==> config.mk <==
export PLATFORM = sky130hd
export DESIGN_NAME = vls_addr_seq
export DESIGN_NICKNAME = d
export VERILOG_FILES = /design/src/rtl/vls_pkg.sv /design/src/rtl/vls_skip.sv /design/src/rtl/vls_ea_gen.sv /design/src/rtl/vls_addr_seq.sv
export SDC_FILE = /design/constraint.sdc
export NUM_CORES = 2
export LEC_CHECK = 0
export BUFFER_PORTS_ARGS = -buffer_cell sky130_fd_sc_hd__buf_2
export CORE_ASPECT_RATIO = 0.7
export CORE_UTILIZATION = 55
export DETAILED_ROUTE_END_ITERATION = 10
export GPL_TIMING_DRIVEN = 0
export PLACE_DENSITY = 0.74
export SYNTH_ARGS = -nofsm -noshare
export SYNTH_HDL_FRONTEND = slang
export SYNTH_SLANG_ARGS = --single-unit
==> constraint.sdc <==
create_clock -name clk -period 24.1 [get_ports clk]
set_input_delay 4.82 -clock clk [delete_from_list [all_inputs] [get_ports clk]]
set_output_delay 4.82 -clock clk [all_outputs]
set_load 0.03 [all_outputs]
==> src/rtl/vls_pkg.sv <==
package vls_pkg;
  typedef enum logic [2:0] {
    AM_UNIT    = 3'd0,
    AM_ELEM    = 3'd1,
    AM_SHIFT   = 3'd2,
    AM_VBASE   = 3'd3,
    AM_SPLAT   = 3'd4,
    AM_RIDX    = 3'd5,
    AM_RSTRIDE = 3'd6
  } addr_mode_e;

  typedef enum logic [1:0] {
    ST_IDLE = 2'd0,
    ST_RUN  = 2'd1,
    ST_FIN  = 2'd2
  } seq_state_e;

  // lane numbers of the four element indices
  localparam int LANE_I = 0;
  localparam int LANE_J = 1;
  localparam int LANE_K = 2;
  localparam int LANE_U = 3;
  localparam int LANES  = 4;
endpackage

==> src/rtl/vls_skip.sv <==
// Finds the first set mask bit at or above a start position; returns N if none.
module vls_skip #(
  parameter int N     = 8,
  parameter int IDX_W = 4
) (
  input  logic [N-1:0]     mask,
  input  logic [IDX_W-1:0] from,
  output logic [IDX_W-1:0] hit
);
  always_comb begin
    hit = IDX_W'(N);
    for (int p = N - 1; p >= 0; p--) begin
      if (mask[p] && (IDX_W'(p) >= from)) hit = IDX_W'(p);
    end
  end
endmodule

==> src/rtl/vls_ea_gen.sv <==
// Effective-address arithmetic for one element.
module vls_ea_gen
  import vls_pkg::*;
#(
  parameter int ADDR_W = 64,
  parameter int IDX_W  = 4
) (
  input  addr_mode_e       mode,
  input  logic [ADDR_W-1:0] ra,
  input  logic [ADDR_W-1:0] rb,
  input  logic [ADDR_W-1:0] imm,
  input  logic [IDX_W-1:0]  ii,
  input  logic [IDX_W-1:0]  jj,
  input  logic [1:0]        size,
  input  logic [5:0]        shamt,
  input  logic              sea,
  input  logic [1:0]        ew,
  output logic [ADDR_W-1:0] ea
);
  logic [ADDR_W-1:0] iv, jv, i_imm, rb_ext;
  int unsigned       cut;

  assign iv    = ADDR_W'(ii);
  assign jv    = ADDR_W'(jj);
  assign i_imm = iv * imm;

  always_comb begin
    cut = (ADDR_W > (8 << ew)) ? (ADDR_W - (8 << ew)) : 0;
    if (sea) rb_ext = ADDR_W'($signed(rb << cut) >>> cut);
    else     rb_ext = (rb << cut) >> cut;
  end

  always_comb begin
    unique case (mode)
      AM_UNIT:    ea = ra + imm + (iv << size);
      AM_ELEM:    ea = ra + i_imm;
      AM_SHIFT:   ea = ra + (i_imm << shamt);
      AM_RIDX:    ea = ra + rb_ext;
      AM_RSTRIDE: ea = ra + rb * jv;
      default:    ea = ra + imm;
    endcase
  end
endmodule

==> src/rtl/vls_addr_seq.sv <==
module vls_addr_seq
  import vls_pkg::*;
#(
  parameter int ADDR_W = 64,
  parameter int VL_MAX = 8,
  parameter int IMM_W  = 16,
  localparam int IDX_W = $clog2(VL_MAX + 1)
) (
  input  logic              clk,
  input  logic              rst,
  input  logic              start,
  input  logic              form_reg,
  input  logic              els,
  input  logic              shift_mode,
  input  logic              sea,
  input  logic              ra_vec,
  input  logic              rb_vec,
  input  logic              rt_vec,
  input  logic              upd_en,
  input  logic              upd_vec,
  input  logic [IDX_W-1:0]  vl,
  input  logic [VL_MAX-1:0] src_mask,
  input  logic [VL_MAX-1:0] dst_mask,
  input  logic [IMM_W-1:0]  imm,
  input  logic [5:0]        rc_shamt,
  input  logic [1:0]        op_size,
  input  logic [1:0]        rb_ew,
  output logic [IDX_W-1:0]  ra_sel,
  input  logic [ADDR_W-1:0] ra_data,
  output logic [IDX_W-1:0]  rb_sel,
  input  logic [ADDR_W-1:0] rb_data,
  output logic              req_valid,
  input  logic              req_ready,
  output logic [ADDR_W-1:0] req_addr,
  output logic [IDX_W-1:0]  req_src_idx,
  output logic [IDX_W-1:0]  req_dst_idx,
  output logic              req_upd_we,
  output logic [IDX_W-1:0]  req_upd_idx,
  output logic              done
);
  seq_state_e        st;
  addr_mode_e        mode_d, mode_q;
  logic [LANES-1:0]  adv_d, adv_q;
  logic              single_d, single_q;
  logic              ra_vec_q, rb_vec_q, upd_en_q, sea_q;
  logic [IDX_W-1:0]  vl_q;
  logic [VL_MAX-1:0] src_q, dst_q;
  logic [ADDR_W-1:0] imm_q;
  logic [5:0]        sh_q;
  logic [1:0]        sz_q, ew_q;

  logic [IDX_W-1:0]  cur [LANES];
  logic [IDX_W-1:0]  nxt [LANES];
  logic [IDX_W-1:0]  eff [LANES];
  logic [VL_MAX-1:0] msk [LANES];
  logic [LANES-1:0]  past;
  logic              oob, slot_free;
  logic [ADDR_W-1:0] ea;

  // job decode
  always_comb begin
    if (form_reg)        mode_d = (els && !ra_vec && !rb_vec) ? AM_RSTRIDE : AM_RIDX;
    else if (shift_mode) mode_d = AM_SHIFT;
    else if (ra_vec)     mode_d = AM_VBASE;
    else if (!els)       mode_d = AM_UNIT;
    else if (imm != '0)  mode_d = AM_ELEM;
    else                 mode_d = AM_SPLAT;
    adv_d[LANE_I] = form_reg ? ra_vec : (mode_d != AM_SPLAT);
    adv_d[LANE_J] = rt_vec;
    adv_d[LANE_K] = form_reg && rb_vec;
    adv_d[LANE_U] = upd_en && upd_vec;
    single_d      = !rt_vec || (mode_d == AM_RIDX && !ra_vec && !rb_vec);
  end

  assign msk[LANE_I] = src_q;
  assign msk[LANE_J] = dst_q;
  assign msk[LANE_K] = src_q;
  assign msk[LANE_U] = src_q;

  // per-index predicate skip
  for (genvar g = 0; g < LANES; g++) begin : g_lane
    vls_skip #(.N(VL_MAX), .IDX_W(IDX_W)) u_skip (
      .mask(msk[g]), .from(cur[g]), .hit(nxt[g])
    );
    assign eff[g]  = adv_q[g] ? nxt[g] : cur[g];
    assign past[g] = eff[g] >= vl_q;
  end

  assign oob       = |past;
  assign slot_free = !req_valid || req_ready;
  assign ra_sel    = ra_vec_q ? eff[LANE_I] : '0;
  assign rb_sel    = rb_vec_q ? eff[LANE_K] : '0;

  vls_ea_gen #(.ADDR_W(ADDR_W), .IDX_W(IDX_W)) u_ea (
    .mode(mode_q), .ra(ra_data), .rb(rb_data), .imm(imm_q),
    .ii(eff[LANE_I]), .jj(eff[LANE_J]), .size(sz_q), .shamt(sh_q),
    .sea(sea_q), .ew(ew_q), .ea(ea)
  );

  always_ff @(posedge clk) begin
    if (rst) begin
      st <= ST_IDLE;
      req_valid <= 1'b0;
      done <= 1'b0;
      mode_q <= AM_UNIT;
      adv_q <= '0;
      single_q <= 1'b0;
      ra_vec_q <= 1'b0;
      rb_vec_q <= 1'b0;
      upd_en_q <= 1'b0;
      sea_q <= 1'b0;
      vl_q <= '0;
      src_q <= '0;
      dst_q <= '0;
      imm_q <= '0;
      sh_q <= '0;
      sz_q <= '0;
      ew_q <= '0;
      req_addr <= '0;
      req_src_idx <= '0;
      req_dst_idx <= '0;
      req_upd_we <= 1'b0;
      req_upd_idx <= '0;
      for (int g = 0; g < LANES; g++) cur[g] <= '0;
    end else begin
      done <= 1'b0;
      unique case (st)
        ST_IDLE: if (start) begin
          mode_q   <= mode_d;
          adv_q    <= adv_d;
          single_q <= single_d;
          ra_vec_q <= ra_vec;
          rb_vec_q <= form_reg && rb_vec;
          upd_en_q <= upd_en;
          sea_q    <= sea;
          vl_q     <= (vl > IDX_W'(VL_MAX)) ? IDX_W'(VL_MAX) : vl;
          src_q    <= src_mask;
          dst_q    <= dst_mask;
          imm_q    <= ADDR_W'($signed(imm));
          sh_q     <= rc_shamt;
          sz_q     <= op_size;
          ew_q     <= rb_ew;
          for (int g = 0; g < LANES; g++) cur[g] <= '0;
          st <= (vl == '0) ? ST_FIN : ST_RUN;
        end
        ST_RUN: if (slot_free) begin
          if (oob) begin
            req_valid <= 1'b0;
            st <= ST_FIN;
          end else begin
            req_valid   <= 1'b1;
            req_addr    <= ea;
            req_src_idx <= eff[LANE_I];
            req_dst_idx <= eff[LANE_J];
            req_upd_we  <= upd_en_q;
            req_upd_idx <= eff[LANE_U];
            for (int g = 0; g < LANES; g++)
              cur[g] <= adv_q[g] ? eff[g] + 1'b1 : cur[g];
            if (single_q) st <= ST_FIN;
          end
        end
        ST_FIN: if (slot_free) begin
          req_valid <= 1'b0;
          done <= 1'b1;
          st <= ST_IDLE;
        end
        default: st <= ST_IDLE;
      endcase
    end
  end

  // a stalled request keeps every field
  assert_hold_R13: assert property (@(posedge clk) disable iff (rst)
    req_valid && !req_ready |=> req_valid && $stable(req_addr) &&
      $stable(req_src_idx) && $stable(req_dst_idx) && $stable(req_upd_idx));

  // done is one cycle long and never overlaps a pending request
  assert_done_pulse_R14: assert property (@(posedge clk) disable iff (rst)
    done |=> !done);
  assert_done_quiet_R14: assert property (@(posedge clk) disable iff (rst)
    done |-> !req_valid);

  // issued indices sit on set mask bits and inside the vector length
  assert_dst_range_R7: assert property (@(posedge clk) disable iff (rst)
    req_valid |-> req_dst_idx < vl_q);
  assert_dst_mask_R7: assert property (@(posedge clk) disable iff (rst)
    req_valid && adv_q[LANE_J] |-> |(dst_q & (VL_MAX'(1) << req_dst_idx)));
  assert_src_mask_R7: assert property (@(posedge clk) disable iff (rst)
    req_valid && adv_q[LANE_I] |-> |(src_q & (VL_MAX'(1) << req_src_idx)));

  // nothing is requested while idle
  assert_idle_quiet_R1: assert property (@(posedge clk) disable iff (rst)
    st == ST_IDLE |-> !req_valid);
endmodule

==> flow_metrics.env <==
export IMPL_cts_resized=0
export IMPL_synth_top_cell_area_share_pct=13.4
export IMPL_clock_skew_final_ns=0.0227
export IMPL_rsz0062_at_grt="no"
export IMPL_postSynthAreaPerCell_um2=7.23
export IMPL_pre_cts_ws_ns=11.89
export IMPL_clock_tree_buffer_depth=2
export IMPL_synthMostInstantiatedCell="sky130_fd_sc_hd__nand2_1"
export IMPL_power_sequential_fraction_pct=10.9
export IMPL_run_status="completed"
export IMPL_route_final_wire_length_mm=161
export IMPL_worst_r2r_cell_count=43
export IMPL_ff2ff_setup_slack_ns=11.20
export IMPL_cts_buffers=17
export IMPL_vias=39000
export IMPL_yosysUniqueCellTypes=108
export IMPL_timing_setup_critical_path_class="reg -> reg"
export IMPL_synthTopCellsByCount="sky130_fd_sc_hd__nand2_1 (621), sky130_fd_sc_hd__a21oi_1 (473), sky130_fd_sc_hd__nor2_1 (336)"
export IMPL_finalSetupViolations=0
export IMPL_clock_tree_from_tritoncts="built"
export IMPL_most_area_hungry_cell_type_in_the_yosys_netlist="sky130_fd_sc_hd__fa_1"
export IMPL_clk_root_buffer_cell="sky130_fd_sc_hd__clkbuf_16"
export IMPL_drt_initial_drc_count=6279
export IMPL_fp_coreArea_um2=58300
export IMPL_postCtsSetupBuffers=0
export IMPL_die_height_um=205
export IMPL_area_growth_pct=9.47
export IMPL_route_detailed_drc=0
export IMPL_floorplan_die_area_um2=60100
export IMPL_grt_pass1_vias=34500
export IMPL_hold_viol=0
export IMPL_power_density_nw_per_um2=76.0
export IMPL_post_drt_wl_per_cell_um=28.7
export IMPL_portion_of_the_post_synthesis_area_used_by_sequential_elements_pct=9.86
export IMPL_crit_fanout=10
export IMPL_critical_path_reg2reg_startpoint="cur[0][2]"
export IMPL_fp_row_count=74
export IMPL_mappedNetlistNets=5164
export IMPL_hold_depth=2
export IMPL_worst_hold_path_type="reg -> reg"
export IMPL_drv_slew=0
export IMPL_internal_power_mw=1.12
export IMPL_numClockSinks=154
export IMPL_min_period_over_period_pct=53.5
export IMPL_timing_final_ws_setup_ns=11.20
export IMPL_worst_r2r_endpoint="req_addr[52]"
export IMPL_initial_antenna_violation_count=22
export IMPL_power_leakage_nw=16.2
export IMPL_power_clock_fraction_pct=11.1
export IMPL_grt_remaining_overflow=0
export IMPL_avgViaCountPerCell=6.97
export IMPL_drive_above_1_share_pct=8.88
export IMPL_timing_critical_path_to_type="register"
export IMPL_path_clk_slew_ns=0.09
export IMPL_cts_max_level=4
export IMPL_ys_ff_latch=154
export IMPL_holdBufCountCts=0
export IMPL_placement_cell_area_um2=34900
export IMPL_pin_count_of_the_biggest_net_entering_global_routing=40
export IMPL_comb_power_share_pct=77.9
export IMPL_final_setup_tns_ns=0
export IMPL_min_delay_start="req_dst_idx[0]"
export IMPL_fillCellCount=5432
export IMPL_die_width_um=293
export IMPL_drt_pre_antenna_iters=7
export IMPL_min_delay_worst_endpoint="req_dst_idx[0]"
export IMPL_edff_count_synth=12
export IMPL_gpl_congestion=1.11
export IMPL_slowest_delay_ns=0.70
export IMPL_timing_max_cap_violations=0
export IMPL_mappedNetlistArea_um2=32500
export IMPL_post_synth_main_area_contributors="sky130_fd_sc_hd__fa_1 (13%), sky130_fd_sc_hd__ha_1 (10%), sky130_fd_sc_hd__dfxtp_1 (8.7%), sky130_fd_sc_hd__a21oi_1 (7.3%), sky130_fd_sc_hd__nand2_1 (7.2%)"
export IMPL_max_vdd_ir_drop_mv=0.0600
export IMPL_finalWorstPathRequiredPeriod_ns=12.90
export IMPL_critPathBufInv=6
export IMPL_total_power_mw=2.70
export IMPL_antenna_violating_nets_post_route=0
export IMPL_start_kind="register"
export IMPL_worst_slew_pin_transition_ns=1.43
export IMPL_finalNetCount=5461
export IMPL_critical_path_top_delay_family="compound AO/OA/AOI/OAI gates"
export IMPL_synth_async_sr_flop_share_pct=0
export IMPL_cp_data_arrival_time_ns=13.20
export IMPL_relSlewSlack_pct=4.34
export IMPL_insertion_delay_ns=0.49
export IMPL_grt_first_pass_wirelength_mm=227
export IMPL_fin_util_pct=61.0
export IMPL_post_route_cell_area_um2=35600
export IMPL_synthesis_instances=4497
export IMPL_initial_core_util_pct=55.7
export IMPL_port_buffers=272
export IMPL_power_switching_mw=1.59
export IMPL_critical_path_required_ns=24.40
export IMPL_hpwlAfterDp_mm=130
export IMPL_grt_use_total_pct=51.8
export IMPL_power_switching_fraction_pct=58.7
export IMPL_synth_top_flop_cell="sky130_fd_sc_hd__dfxtp_1"
export IMPL_synth_yosys_warnings=0
export IMPL_clock_fmax_ghz=0.0775
export IMPL_worst_path_max_delay_cell="sky130_fd_sc_hd__o31ai_1"
export IMPL_ioPinCount=274
[final cells by class]
cell class                      count  area [µm²]  share of cell area, %
Antenna cell                       21        52.6                  0.148
Buffer                            243         952                   2.68
Clock buffer                       17         425                   1.20
Clock inverter                     15         186                  0.524
Inverter                          294        1100                   3.10
Multi-Input combinational cell   3806       27300                   76.6
Sequential cell                   154        3200                   9.01
Tap cell                          760         951                   2.67
Timing Repair Buffer              278        1430                   4.03
[routing by layer]
layer / up-vias / part of all wire, % / wire, µm / track usage (%)
met5: - / 0.20 / 320 / 4.55
met4: 14 / 5.3 / 8430 / 23.0
met3: 585 / 18 / 29200 / 25.4
met2: 3336 / 37 / 59900 / 68.5
met1: 18300 / 39 / 62700 / 69.3
li1: 16700 / - / - / -
[how the worst max path moves through the flow]
stage | start | endpoint | cells after the start
floorplan | rb_data[2] | req_addr[37] | 19
global placement | cur[0][2] | req_addr[56] | 42
detailed placement | cur[0][2] | req_addr[52] | 42
CTS | cur[0][2] | req_addr[56] | 42
global route | cur[0][2] | req_addr[58] | 43
finish | cur[0][2] | req_addr[52] | 43
[power by group through the flow]
stage | clock (mW) | combinational (mW) | sequential, mW
final | 0.301 | 2.11 | 0.296
after global routing | 0.306 | 2.21 | 0.296
after CTS | 0.294 | 1.99 | 0.293
after detailed placement | 0 | 1.97 | 0.299
after global placement | 0 | 1.94 | 0.300
after floorplan | 0 | 1.35 | 0.292
[layout by cell type (no fill, tap or decap), types with 29 or more instances in the layout]
| master | instances |
|---|---|
| sky130_fd_sc_hd__inv_1 | 290 |
| sky130_fd_sc_hd__o22ai_1 | 32 |
| sky130_fd_sc_hd__o21ai_0 | 269 |
| sky130_fd_sc_hd__nor4_1 | 31 |
| sky130_fd_sc_hd__a221oi_1 | 42 |
| sky130_fd_sc_hd__buf_2 | 292 |
| sky130_fd_sc_hd__nand4_1 | 42 |
| sky130_fd_sc_hd__xor2_1 | 82 |
| sky130_fd_sc_hd__and2_1 | 113 |
| sky130_fd_sc_hd__xnor2_1 | 141 |
| sky130_fd_sc_hd__fa_1 | 218 |
| sky130_fd_sc_hd__nor3_1 | 122 |
| sky130_fd_sc_hd__nor2_1 | 335 |
| sky130_fd_sc_hd__o21a_1 | 43 |
| sky130_fd_sc_hd__clkbuf_1 | 192 |
| sky130_fd_sc_hd__o21bai_1 | 45 |
| sky130_fd_sc_hd__a21o_1 | 138 |
| sky130_fd_sc_hd__and3_1 | 33 |
| sky130_fd_sc_hd__nand3_1 | 69 |
| sky130_fd_sc_hd__a211oi_1 | 47 |
| sky130_fd_sc_hd__a21oi_1 | 473 |
| sky130_fd_sc_hd__dfxtp_1 | 141 |
| sky130_fd_sc_hd__nor2b_1 | 70 |
| sky130_fd_sc_hd__nand2_1 | 621 |
| sky130_fd_sc_hd__a31oi_1 | 46 |
| sky130_fd_sc_hd__mux2i_1 | 35 |
| sky130_fd_sc_hd__nand2b_1 | 35 |
| sky130_fd_sc_hd__o221ai_1 | 29 |
| sky130_fd_sc_hd__ha_1 | 262 |
[logic make-up after synthesis]
group	after synthesis	share of synthesized area, %
flip-flops	154	9.86
AO/OA/AOI/OAI	1461	29.1
adder cells (fa/ha/maj)	480	23.5
XOR/XNOR	226	6.16
AND/OR/NAND/NOR	1584	23.1
buffers and inverters	537	6.31
multiplexers	55	1.98
[stage by stage]
step | hold WS [ns] | std cells
3_3_place_gp | 0.440 | 5529
3_5_place_dp | 0.445 | 5534
6_report | 0.452 | 5588
4_1_cts | 0.455 | 5566
2_1_floorplan | 0.432 | 4497
5_1_grt | 0.482 | 5571
[flip-flops by register name, summed over array words and instances (netlist names)]
| signal | count |
|---|---|
| vl_q | 4 |
| sz_q | 2 |
| adv_q | 4 |
| src_q | 8 |
| done | 1 |
| single_q | 1 |
| req_src_idx | 4 |
| ra_vec_q | 1 |
| dst_q | 8 |
| req_upd_we | 1 |
| req_addr | 64 |
| st | 2 |
| upd_en_q | 1 |
| req_upd_idx | 4 |
| req_dst_idx | 4 |
| mode_q | 3 |
| sh_q | 6 |
| req_valid | 1 |
| imm_q | 16 |
| ew_q | 2 |
| cur | 16 |
| sea_q | 1 |
[worst reg2reg max path: cells and delay by family (launching register included)]
family | cells | cell delay (ns)
adders and majority gates | 5 | 1.79
AOI/OAI and AO/OA | 21 | 6.61
muxes | 1 | 0.36
xor gates and xnor gates | 2 | 0.78
DFF | 1 | 0.34
and+or+nand+nor | 8 | 1.41
buffers and inverters | 6 | 1.43
Power figures use the tool's default switching activity.
